**config.mk**
```make
export PLATFORM = sky130hd
export DESIGN_NAME = pgw_top
export DESIGN_NICKNAME = d
export VERILOG_FILES = /design/src/rtl/pgw_pkg.sv /design/src/rtl/pgw_buffer.sv /design/src/rtl/pgw_sequencer.sv /design/src/rtl/pgw_top.sv
export SDC_FILE = /design/constraint.sdc
export NUM_CORES = 1
export LEC_CHECK = 0
export BUFFER_PORTS_ARGS = -buffer_cell sky130_fd_sc_hd__buf_2
export CELL_PAD_IN_SITES_DETAIL_PLACEMENT = 1
export CELL_PAD_IN_SITES_GLOBAL_PLACEMENT = 2
export CORE_MARGIN = 3
export CORE_UTILIZATION = 38
export CTS_BUF_LIST = sky130_fd_sc_hd__clkbuf_2 sky130_fd_sc_hd__clkbuf_4 sky130_fd_sc_hd__clkbuf_8
export CTS_CLUSTER_SIZE = 10
export DETAILED_ROUTE_END_ITERATION = 6
export PLACE_DENSITY_LB_ADDON = 0.1
export REMOVE_ABC_BUFFERS = 1
export SLEW_MARGIN = 0
export SYNTH_ARGS = -nofsm -noshare
export SYNTH_HDL_FRONTEND = slang
export SYNTH_SLANG_ARGS = --single-unit
```
**constraint.sdc**
```tcl
create_clock -name clk -period 1.65 [get_ports clk]
set_input_delay 0.2475 -clock clk [delete_from_list [all_inputs] [get_ports clk]]
set_output_delay 0.2475 -clock clk [all_outputs]
set_load 0.05 [all_outputs]
```
**src/rtl/pgw_pkg.sv**
```systemverilog
// Package: types shared by the page-write buffer and its sequencer.
// Assumes nothing beyond a standard SystemVerilog compile order (this file first).
package pgw_pkg;
    // Programming sequencer states.
    typedef enum logic {
        SEQ_IDLE = 1'b0,
        SEQ_PROG = 1'b1
    } seq_state_e;
endpackage

```
**src/rtl/pgw_buffer.sv**
```systemverilog
// Module: pgw_buffer
// Holds one page of pending write data: a page base, an in-page position
// that wraps on its low bits, and per-entry data with a written flag.
// Assumes address load and byte strobe are never high in the same cycle;
// if they are, the load wins and the byte is dropped.
module pgw_buffer #(
    parameter int ADDR_W = 7,
    parameter int DATA_W = 8,
    parameter int OFS_W  = 4,
    localparam int PG_W    = ADDR_W - OFS_W,
    localparam int ENTRIES = 1 << OFS_W
) (
    input  logic              clk,
    input  logic              rst_n,
    input  logic              accept,
    input  logic              addr_load,
    input  logic [ADDR_W-1:0] addr_in,
    input  logic              byte_stb,
    input  logic [DATA_W-1:0] byte_in,
    input  logic              discard,
    input  logic              clear,
    input  logic [OFS_W-1:0]  rd_idx,
    output logic              any_valid,
    output logic [PG_W-1:0]   page,
    output logic              rd_valid,
    output logic [DATA_W-1:0] rd_data
);
    logic [OFS_W-1:0]  pos_q;
    logic [PG_W-1:0]   page_q;
    logic [ENTRIES-1:0] valid_vec;
    logic [DATA_W-1:0] data_arr [ENTRIES];

    logic take_load;
    logic take_byte;
    assign take_load = accept && addr_load;
    assign take_byte = accept && byte_stb && !addr_load;

    // Page base and in-page position; position advances on its low bits only.
    always_ff @(posedge clk) begin
        if (!rst_n) begin
            pos_q  <= '0;
            page_q <= '0;
        end else if (take_load) begin
            page_q <= addr_in[ADDR_W-1:OFS_W];
            pos_q  <= addr_in[OFS_W-1:0];
        end else if (take_byte) begin
            pos_q  <= pos_q + 1'b1;
        end
    end

    for (genvar g = 0; g < ENTRIES; g++) begin : gen_ent
        logic              valid_r;
        logic [DATA_W-1:0] data_r;

        // Written flag: set on a byte at this position, cleared on commit end, discard or new load.
        always_ff @(posedge clk) begin
            if (!rst_n)
                valid_r <= 1'b0;
            else if (clear || discard || take_load)
                valid_r <= 1'b0;
            else if (take_byte && pos_q == OFS_W'(g))
                valid_r <= 1'b1;
        end

        // Entry data: the latest byte for this position replaces the previous one.
        always_ff @(posedge clk) begin
            if (!rst_n)
                data_r <= '0;
            else if (take_byte && pos_q == OFS_W'(g))
                data_r <= byte_in;
        end

        assign valid_vec[g] = valid_r;
        assign data_arr[g]  = data_r;
    end

    assign any_valid = |valid_vec;
    assign page      = page_q;
    assign rd_valid  = valid_vec[rd_idx];
    assign rd_data   = data_arr[rd_idx];

    // A byte accepted at position p moves the position to p+1 modulo the page size.
    p_pos_wrap_r2: assert property (@(posedge clk) disable iff (!rst_n)
        take_byte |=> pos_q == $past(pos_q) + 1'b1);

    // A page stays fixed unless a new address load is accepted.
    p_page_hold_r2: assert property (@(posedge clk) disable iff (!rst_n)
        !take_load |=> $stable(page_q));
endmodule

```
**src/rtl/pgw_sequencer.sv**
```systemverilog
// Module: pgw_sequencer
// Starts a self-timed programming cycle on a qualifying STOP, scans the
// buffer entries during the first ENTRIES cycles of the cycle, and issues one
// array write for each written entry. It ends the cycle after WR_CYCLES clocks.
// Assumes WR_CYCLES > ENTRIES so that the scan fits inside the cycle.
module pgw_sequencer
    import pgw_pkg::*;
#(
    parameter int ADDR_W    = 7,
    parameter int DATA_W    = 8,
    parameter int OFS_W     = 4,
    parameter int WR_CYCLES = 40,
    localparam int PG_W    = ADDR_W - OFS_W,
    localparam int ENTRIES = 1 << OFS_W,
    localparam int CNT_W   = $clog2(WR_CYCLES + 1)
) (
    input  logic              clk,
    input  logic              rst_n,
    input  logic              stop_stb,
    input  logic              wp,
    input  logic              any_valid,
    input  logic [PG_W-1:0]   page,
    input  logic              rd_valid,
    input  logic [DATA_W-1:0] rd_data,
    output logic [OFS_W-1:0]  rd_idx,
    output logic              busy,
    output logic              discard,
    output logic              done,
    output logic              mem_we,
    output logic [ADDR_W-1:0] mem_addr,
    output logic [DATA_W-1:0] mem_wdata
);
    seq_state_e       state_q;
    logic [CNT_W-1:0] cnt_q;
    logic             start;

    assign busy    = (state_q == SEQ_PROG);
    assign start   = stop_stb && !busy && any_valid && !wp;
    assign discard = stop_stb && !busy && wp;
    assign done    = busy && (cnt_q == CNT_W'(WR_CYCLES - 1));

    // Cycle state and its clock counter.
    always_ff @(posedge clk) begin
        if (!rst_n) begin
            state_q <= SEQ_IDLE;
            cnt_q   <= '0;
        end else if (start) begin
            state_q <= SEQ_PROG;
            cnt_q   <= '0;
        end else if (done) begin
            state_q <= SEQ_IDLE;
            cnt_q   <= '0;
        end else if (busy) begin
            cnt_q   <= cnt_q + 1'b1;
        end
    end

    // Write port: entry index follows the counter during the scan window.
    assign rd_idx    = cnt_q[OFS_W-1:0];
    assign mem_we    = busy && (cnt_q < CNT_W'(ENTRIES)) && rd_valid;
    assign mem_addr  = {page, rd_idx};
    assign mem_wdata = rd_data;

    // An array write only happens inside a programming cycle.
    p_we_in_cycle_r4: assert property (@(posedge clk) disable iff (!rst_n)
        mem_we |-> busy);

    // A STOP seen during a cycle neither restarts nor extends it.
    p_stop_ignored_r9: assert property (@(posedge clk) disable iff (!rst_n)
        (busy && !done) |=> busy && cnt_q == $past(cnt_q) + 1'b1);
endmodule

```
**src/rtl/pgw_top.sv**
```systemverilog
// Module: pgw_top
// Page write buffer plus programming sequencer. Bytes of a write transaction
// are collected into a one-page buffer and committed to the external array
// through the mem_* port after STOP, as one timed cycle reported by busy.
// Assumes the serial decoder supplies single-cycle strobes that are already
// synchronised to clk.
module pgw_top #(
    parameter int ADDR_W    = 7,
    parameter int DATA_W    = 8,
    parameter int OFS_W     = 4,
    parameter int WR_CYCLES = 40,
    localparam int PG_W  = ADDR_W - OFS_W,
    localparam int CNT_W = $clog2(WR_CYCLES + 1)
) (
    input  logic              clk,
    input  logic              rst_n,
    input  logic              addr_load,
    input  logic [ADDR_W-1:0] addr_in,
    input  logic              byte_stb,
    input  logic [DATA_W-1:0] byte_in,
    input  logic              stop_stb,
    input  logic              wp,
    output logic              busy,
    output logic              mem_we,
    output logic [ADDR_W-1:0] mem_addr,
    output logic [DATA_W-1:0] mem_wdata
);
    logic              any_valid;
    logic [PG_W-1:0]   page;
    logic              rd_valid;
    logic [DATA_W-1:0] rd_data;
    logic [OFS_W-1:0]  rd_idx;
    logic              discard;
    logic              done;

    pgw_buffer #(
        .ADDR_W (ADDR_W),
        .DATA_W (DATA_W),
        .OFS_W  (OFS_W)
    ) u_buf (
        .clk       (clk),
        .rst_n     (rst_n),
        .accept    (!busy),
        .addr_load (addr_load),
        .addr_in   (addr_in),
        .byte_stb  (byte_stb),
        .byte_in   (byte_in),
        .discard   (discard),
        .clear     (done),
        .rd_idx    (rd_idx),
        .any_valid (any_valid),
        .page      (page),
        .rd_valid  (rd_valid),
        .rd_data   (rd_data)
    );

    pgw_sequencer #(
        .ADDR_W    (ADDR_W),
        .DATA_W    (DATA_W),
        .OFS_W     (OFS_W),
        .WR_CYCLES (WR_CYCLES)
    ) u_seq (
        .clk       (clk),
        .rst_n     (rst_n),
        .stop_stb  (stop_stb),
        .wp        (wp),
        .any_valid (any_valid),
        .page      (page),
        .rd_valid  (rd_valid),
        .rd_data   (rd_data),
        .rd_idx    (rd_idx),
        .busy      (busy),
        .discard   (discard),
        .done      (done),
        .mem_we    (mem_we),
        .mem_addr  (mem_addr),
        .mem_wdata (mem_wdata)
    );

    // Length of the current busy run, kept only for the duration check.
    logic [CNT_W-1:0] run_q;
    always_ff @(posedge clk) begin
        if (!rst_n || !busy)
            run_q <= '0;
        else
            run_q <= run_q + 1'b1;
    end

    p_busy_start_r5: assert property (@(posedge clk) disable iff (!rst_n)
        (stop_stb && !busy && any_valid && !wp) |=> busy);

    p_busy_len_r5: assert property (@(posedge clk) disable iff (!rst_n)
        $fell(busy) |-> run_q == CNT_W'(WR_CYCLES));

    // Empty (dummy) or protected STOP starts nothing.
    p_no_start_r7: assert property (@(posedge clk) disable iff (!rst_n)
        (stop_stb && !busy && (!any_valid || wp)) |=> !busy);

    p_write_in_page_r6: assert property (@(posedge clk) disable iff (!rst_n)
        mem_we |-> mem_addr[ADDR_W-1:OFS_W] == page);

    p_flags_clear_r10: assert property (@(posedge clk) disable iff (!rst_n)
        $fell(busy) |-> !any_valid);

    p_reset_idle_r1: assert property (@(posedge clk)
        !rst_n |=> !busy && !mem_we);
endmodule

```
==> reports/summary.txt, run 1 <==
Routed WL = 20.6 mm
vias in the first global route = 5,771
Area growth, synth to finish = 23.3%
Synth cell types = 41
TritonCTS clock tree = yes
I/O pin total = 38
placed instance count = 948
pre-CTS setup slack = -0.411 ns
router iterations before antenna repair = 4
Hold Path Stages = 3
die area = 20,100 µm²
Reg-to-Reg Start = u_seq.cnt_q[1]
Peak VDD IR = 0.000543 V
outcome = finished, violations left
Leak = 3.84 nW
RSZ-0062 raised after global routing = yes
CORE AREA = 17,700 µm²
worst hold-check path type = primary input to flop
Pwr Density = 845 nW/µm²
drt drc = 0
WL/cell = 20.8 µm
Initial Util = 39.6%
Reg clk slew, reported paths = 0.09 ns
Initial DRC Count = 230
Total GRT Usage = 21.1%
final cell utilization of the core = 48.8%
clk sinks = 158
Syn Area/Cell = 10.4 µm²
wire length on met2 = 10.2 mm
Req. time, crit path = 1.40 ns
largest net degree at the start of global routing = 45
clock latency at the later pin of the worst-skew pair = 0.47 ns
minimum clock period = 2.36 ns
Via density = 5.34
Fin. Hold Viols = 0
maximum clock frequency = 424 MHz
CTS Root Cell = clkbuf_8
Die W = 142 µm
Final Instance Count excl. Fillers = 992
Crit Path Max Fanout = 7
setup violators final = 31
grt total ovfl = 0
Startpoint Class = flop
Reg2Reg Setup Slack = -0.29 ns
Worst Path Arrival = 2.11 ns
skew final = 0.0146 ns
most common cell after layout, fill and taps aside = dfxtp_1
reg2reg end = u_buf.gen_ent[3].valid_r
Total Nets Final = 780
Rows = 48
Buffers on Ports = 37
H-tree levels = 4
Tcrit/Tclk final = 143%
first-pass GRT wire length = 32.1 mm
R2R depth = 9
Gate Count Post-Synth = 675
CP Class = flop to output pin
Final GP Congestion = 0.768
Slew HR = 52.9%
commonest non-fill, non-tap cells in the layout = dfxtp_1 (154), nor2_1 (131), mux2i_1 (120)
failing checks = setup timing
min-delay src = addr_in[4]
actual slew at the worst max-slew pin = 0.706 ns
layout cells sized above 1 = 29.2%
met3 wirelength from detailed routing = 760 µm
total CTS buffers = 17
met1 wire length = 9.36 mm
topmost layer with routed signal wires = met4
maximum capacitance violations = 0
via count = 5,295
final setup TNS = -10.86 ns
final worst slack = -0.708 ns
Final HPWL DP = 13.7 mm
deepest clock path buffer count = 2
number of synthesized register bits = 158
Synth Warn # = 0
die height = 142 µm
Worst Setup End Kind = output pin
Slew Limit Fails = 0
Seq/Total Area, Yosys = 45.2%
post-route ant nets = 0
Mapped Area = 6990 µm²
initial antenna violation count = 0
n_diodes = 0
hold endpoint = u_buf.page[0]
flip-flops by register name, indices dropped and copies added (netlist names):
register	flops
u_buf.gen_ent.data_r	128
u_seq.cnt_q	6
u_seq.busy	1
u_buf.page	3
u_buf.pos_q	4
u_buf.gen_ent.valid_r	16
Yosys cell counts, drive strengths merged:
master	count	area share, %
a211oi	2	0.29
a21boi	12	1.3
a21oi	17	1.2
a22oi	17	1.8
a31o	1	0.13
and2	1	0.090
and3	1	0.090
and4	3	0.45
buf	33	3.1
clkbuf	26	1.4
dfxtp	158	45
ha	5	0.89
inv	18	0.97
mux2	1	0.16
mux2i	122	17
mux4	34	11
nand2	32	1.7
nand2b	2	0.18
nand3	15	1.1
nand4	2	0.18
nand4bb	1	0.16
nor2	134	7.2
nor2b	4	0.36
nor3b	1	0.27
nor4	4	0.36
o2111ai	4	0.50
o211ai	1	0.11
o21a	4	0.43
o21ai	10	0.72
o41ai	2	0.25
or3	2	0.18
xnor2	3	0.38
xor2	3	0.38
per-stage QoR:
stage | power [mW] | hold slack, ns | area (µm²)
6_report | 7.28 | 0.0318 | 8620
5_1_grt | 7.60 | 0.00623 | 8620
4_1_cts | 7.36 | 0.00164 | 8480
3_5_place_dp | 4.50 | 0.461 | 7850
3_3_place_gp | 4.49 | 0.440 | 7850
2_1_floorplan | 4.25 | 0.384 | 6680
cells by family after synthesis:
family	synth area share, %
adders and majority gates	0.895
and+or+nand+nor	12.3
muxes	28.6
buffers and inverters	5.44
xor gates and xnor gates	0.752
DFF	45.2
AOI/OAI and AO/OA	6.75
cell type report:
class | count | area [µm²]
tap | 225 | 282
clock inverter | 14 | 130
multi-input combinational | 441 | 3590
timing repair buffer | 118 | 1120
clock buffer | 18 | 248
sequential | 158 | 3170
fill | 1962 | 9040
inverter | 18 | 70.1
layer usage:
metal,vias up,track usage [%]
li1,2513,-
met1,2666,27.2
met2,91,35.7
met3,25,4.62
met4,0,6.26
met5,-,0
power breakdown:
group	total, mW	switching, mW	internal (mW)	leakage, nW
clock	2.82	1.57	1.26	0.196
sequential	3.88	0.0320	3.85	1.28
combinational	0.580	0.351	0.229	2.37
total	7.28	1.95	5.33	3.84
what timing repair did:
action                                  CTS  global route
hold buffers                              1             0
pin swaps                                13            12
gates cloned                              1             2
endpoints found under the hold margin     1             0
endpoints found under the setup margin   32           114
resized for setup                        52            30
setup buffers                             6             2
critical path, stage by stage, from the launching register on:
cell and delay, ns:
dfxtp_4 0.46, buf_8 0.16, mux4_2 0.53, a22oi_2 0.23, nand2_1 0.11, buf_6 0.16
how the worst max path moves through the flow:
stage                              end  slack, ns           start  cells after the start
after floorplan                 mem_we      -1.73  u_seq.cnt_q[1]                      4
after global placement    mem_wdata[1]      -0.42  u_seq.cnt_q[0]                      5
after detailed placement  mem_wdata[1]      -0.41  u_seq.cnt_q[0]                      5
after CTS                 mem_wdata[6]      -0.77  u_seq.cnt_q[0]                      6
after global routing      mem_wdata[1]      -0.81  u_seq.cnt_q[0]                      5
final                     mem_wdata[1]      -0.71  u_seq.cnt_q[0]                      5
Power figures use the tool's default switching activity.
==> run 2, diff against run 1 <==
--- a/config.mk
+++ b/config.mk
@@ -9,7 +9,7 @@
 export CELL_PAD_IN_SITES_DETAIL_PLACEMENT = 1
 export CELL_PAD_IN_SITES_GLOBAL_PLACEMENT = 2
 export CORE_MARGIN = 3
-export CORE_UTILIZATION = 38
+export CORE_UTILIZATION = 45
 export CTS_BUF_LIST = sky130_fd_sc_hd__clkbuf_2 sky130_fd_sc_hd__clkbuf_4 sky130_fd_sc_hd__clkbuf_8
 export CTS_CLUSTER_SIZE = 10
 export DETAILED_ROUTE_END_ITERATION = 6
==> constraint.sdc (replaced) <==
create_clock -name clk -period 3 [get_ports clk]
set_input_delay 0.45 -clock clk [delete_from_list [all_inputs] [get_ports clk]]
set_output_delay 0.45 -clock clk [all_outputs]
set_load 0.05 [all_outputs]
==> run 2 against run 1 <==
  * The run now ends clean
  * Die area fell by 15%
  * Core utilization is 2.9 points higher
  * Clock power shrank 41%
  * Critical path depth is the same
  * Via count decreased by 5.4%
  * Global-route usage rose by 1.3 points
  * Critical endpoint is now mem_wdata[5]
  * Sequential power is 45% lower
  * Sequential share of layout area grew 4.3 points
  * Highest routed layer unchanged
  * Combinational power shrank 56%
==> reports/summary.txt, run 2 (same netlist as run 1, synthesis figures left out) <==
outcome = finished, final reports clean
post-route ant nets = 0 (unchanged)
Slew HR = 42.9% (-9.9 points)
Hold Path Stages = 3 (unchanged)
min-delay src = addr_in[6]
Initial DRC Count = 259 (+13%)
RSZ-0062 raised after global routing = no
skew final = 0.0101 ns (-0.00449 ns)
Rows = 44 (-8.3%)
n_diodes = 0 (unchanged)
Via density = 5.64 (+5.7%)
Slew Limit Fails = 0 (unchanged)
met3 wirelength from detailed routing = 585 µm (-23%)
Reg clk slew, reported paths = 0.09 ns (about the same)
Final HPWL DP = 11.8 mm (-14%)
Reg-to-Reg Start = u_seq.busy
topmost layer with routed signal wires = met4
clock latency at the later pin of the worst-skew pair = 0.45 ns (-0.02 ns)
Buffers on Ports = 37 (unchanged)
maximum capacitance violations = 0 (unchanged)
Most flops, register = u_buf.gen_ent.data_r
Worst Setup End Kind = output pin
actual slew at the worst max-slew pin = 0.854 ns (+0.148 ns)
final worst slack = 0.285 ns (+0.994 ns)
Initial Util = 47.0% (+7.4 points)
grt total ovfl = 0 (unchanged)
first-pass GRT wire length = 29.1 mm (-9.3%)
Final GP Congestion = 0.817 (+6.3%)
Tcrit/Tclk final = 90.5%
R2R depth = 5 (-4)
total CTS buffers = 17 (unchanged)
Req. time, crit path = 2.55 ns (+1.15 ns)
via count = 5,011 (-5.4%)
router iterations before antenna repair = 4 (unchanged)
clk sinks = 158 (unchanged)
post-CTS resize count = 0 (-100%)
maximum clock frequency = 368 MHz
Peak VDD IR = 0.000332 V (-39%)
vias in the first global route = 5,342 (-7.4%)
Design Area, Final = 7690 µm² (-11%)
worst hold-check path type = primary input to flop
pre-CTS setup slack = 0.730 ns (+1.14 ns)
CP Class = flop to output pin
max FFs per register = 128 (unchanged)
Leak = 3.43 nW (-11%)
Total GRT Usage = 22.4% (+1.3 points)
layout cells sized above 1 = 18.8% (-10 points)
die area = 17,100 µm² (-15%)
setup repair bufs after CTS = 0 (-6)
most common cell after layout, fill and taps aside = dfxtp_1
Reg2Reg Setup Slack = 0.79 ns (+1.08 ns)
placed cell area = 7280 µm² (-7.3%)
Worst Path Arrival = 2.26 ns (+0.15 ns)
Pwr Density = 527 nW/µm² (-38%)
setup violators final = 0 (-100%)
I/O pin total = 38 (unchanged)
Routed WL = 18.1 mm (-12%)
Area growth, synth to finish = 10.0%
minimum clock period = 2.71 ns
die height = 131 µm (-7.8%)
commonest non-fill, non-tap cells in the layout = dfxtp_1 (156), nor2_1 (133), mux2i_1 (122)
drt drc = 0 (unchanged)
Crit Path Max Fanout = 45 (+38)
TritonCTS clock tree = yes
reg2reg end = u_buf.gen_ent[3].data_r[5]
Total Nets Final = 717 (-8.1%)
CTS Root Cell = clkbuf_8
CORE AREA = 14,900 µm² (-16%)
H-tree levels = 4 (unchanged)
largest net degree at the start of global routing = 81 (+80%)
Startpoint Class = flop
Fin. Hold Viols = 0 (unchanged)
deepest clock path buffer count = 2 (unchanged)
# hold bufs at CTS = 0 (-1)
wire length on met2 = 9.18 mm (-9.8%)
met1 wire length = 8.17 mm (-13%)
Largest regs = u_buf.gen_ent.data_r x128, u_buf.gen_ent.valid_r x16, u_seq.cnt_q x6
initial antenna violation count = 0 (unchanged)
Die W = 131 µm (-7.8%)
WL/cell = 20.4 µm (-1.6%)
hold endpoint = u_buf.page[2]
==> run 2: how the worst max path moves through the flow <==
stage                        start      endpoint  slack [ns]  depth (start not counted)
global route        u_seq.cnt_q[1]  mem_wdata[5]        0.17                          5
detailed placement  u_seq.cnt_q[1]  mem_wdata[5]        0.73                          5
floorplan           u_seq.cnt_q[1]        mem_we       -0.58                          4
CTS                 u_seq.cnt_q[1]  mem_wdata[5]        0.23                          5
global placement    u_seq.cnt_q[1]  mem_wdata[4]        0.72                          5
finish              u_seq.cnt_q[1]  mem_wdata[5]        0.29                          5
==> run 2: power breakdown <==
part | internal [mW] | leakage, nW | switching (mW) | total (mW)
registers | 2.12 | 1.28 | 0.0196 | 2.14
logic | 0.0853 | 1.96 | 0.172 | 0.257
clock network | 0.843 | 0.201 | 0.818 | 1.66
total | 3.05 | 3.43 | 1.01 | 4.06
==> run 2: layer usage <==
metal  up-vias  GRT usage [%]
met5         -              0
met4         0           5.32
met3        14           4.47
met2        88           39.3
met1      2532           28.6
li1       2377              -
==> run 2: layout make-up <==
cell class	instances	area (µm²)
fill	1621	7170
sequential	158	3170
timing repair buffer	56	365
clock inverter	14	166
inverter	18	70.1
clock buffer	18	248
multi-input combinational	440	3450
tap	184	230
==> run 2: worst max-delay path: stages (launching register included) <==
cell     delay (ns)
dfxtp_2        0.34
buf_12         0.27
mux4_2         0.53
a22oi_1        0.35
nand2_1        0.08
buf_2          0.22
==> run 2: through the flow <==
| stage | utilization, % | hold slack [ns] | std cells | power, mW | setup TNS (ns) |
|---|---|---|---|---|---|
| 2_1_floorplan | - | 0.434 | 616 | 2.34 | -8.18 |
| 6_report | 51.8 | 0.243 | 888 | 4.06 | 0 |
| 5_1_grt | 51.8 | 0.227 | 888 | 4.21 | 0 |
| 4_1_cts | 51.8 | 0.217 | 888 | 4.10 | 0 |
| 3_5_place_dp | 49.0 | 0.445 | 856 | 2.44 | 0 |
| 3_3_place_gp | 49.0 | 0.442 | 856 | 2.44 | 0 |
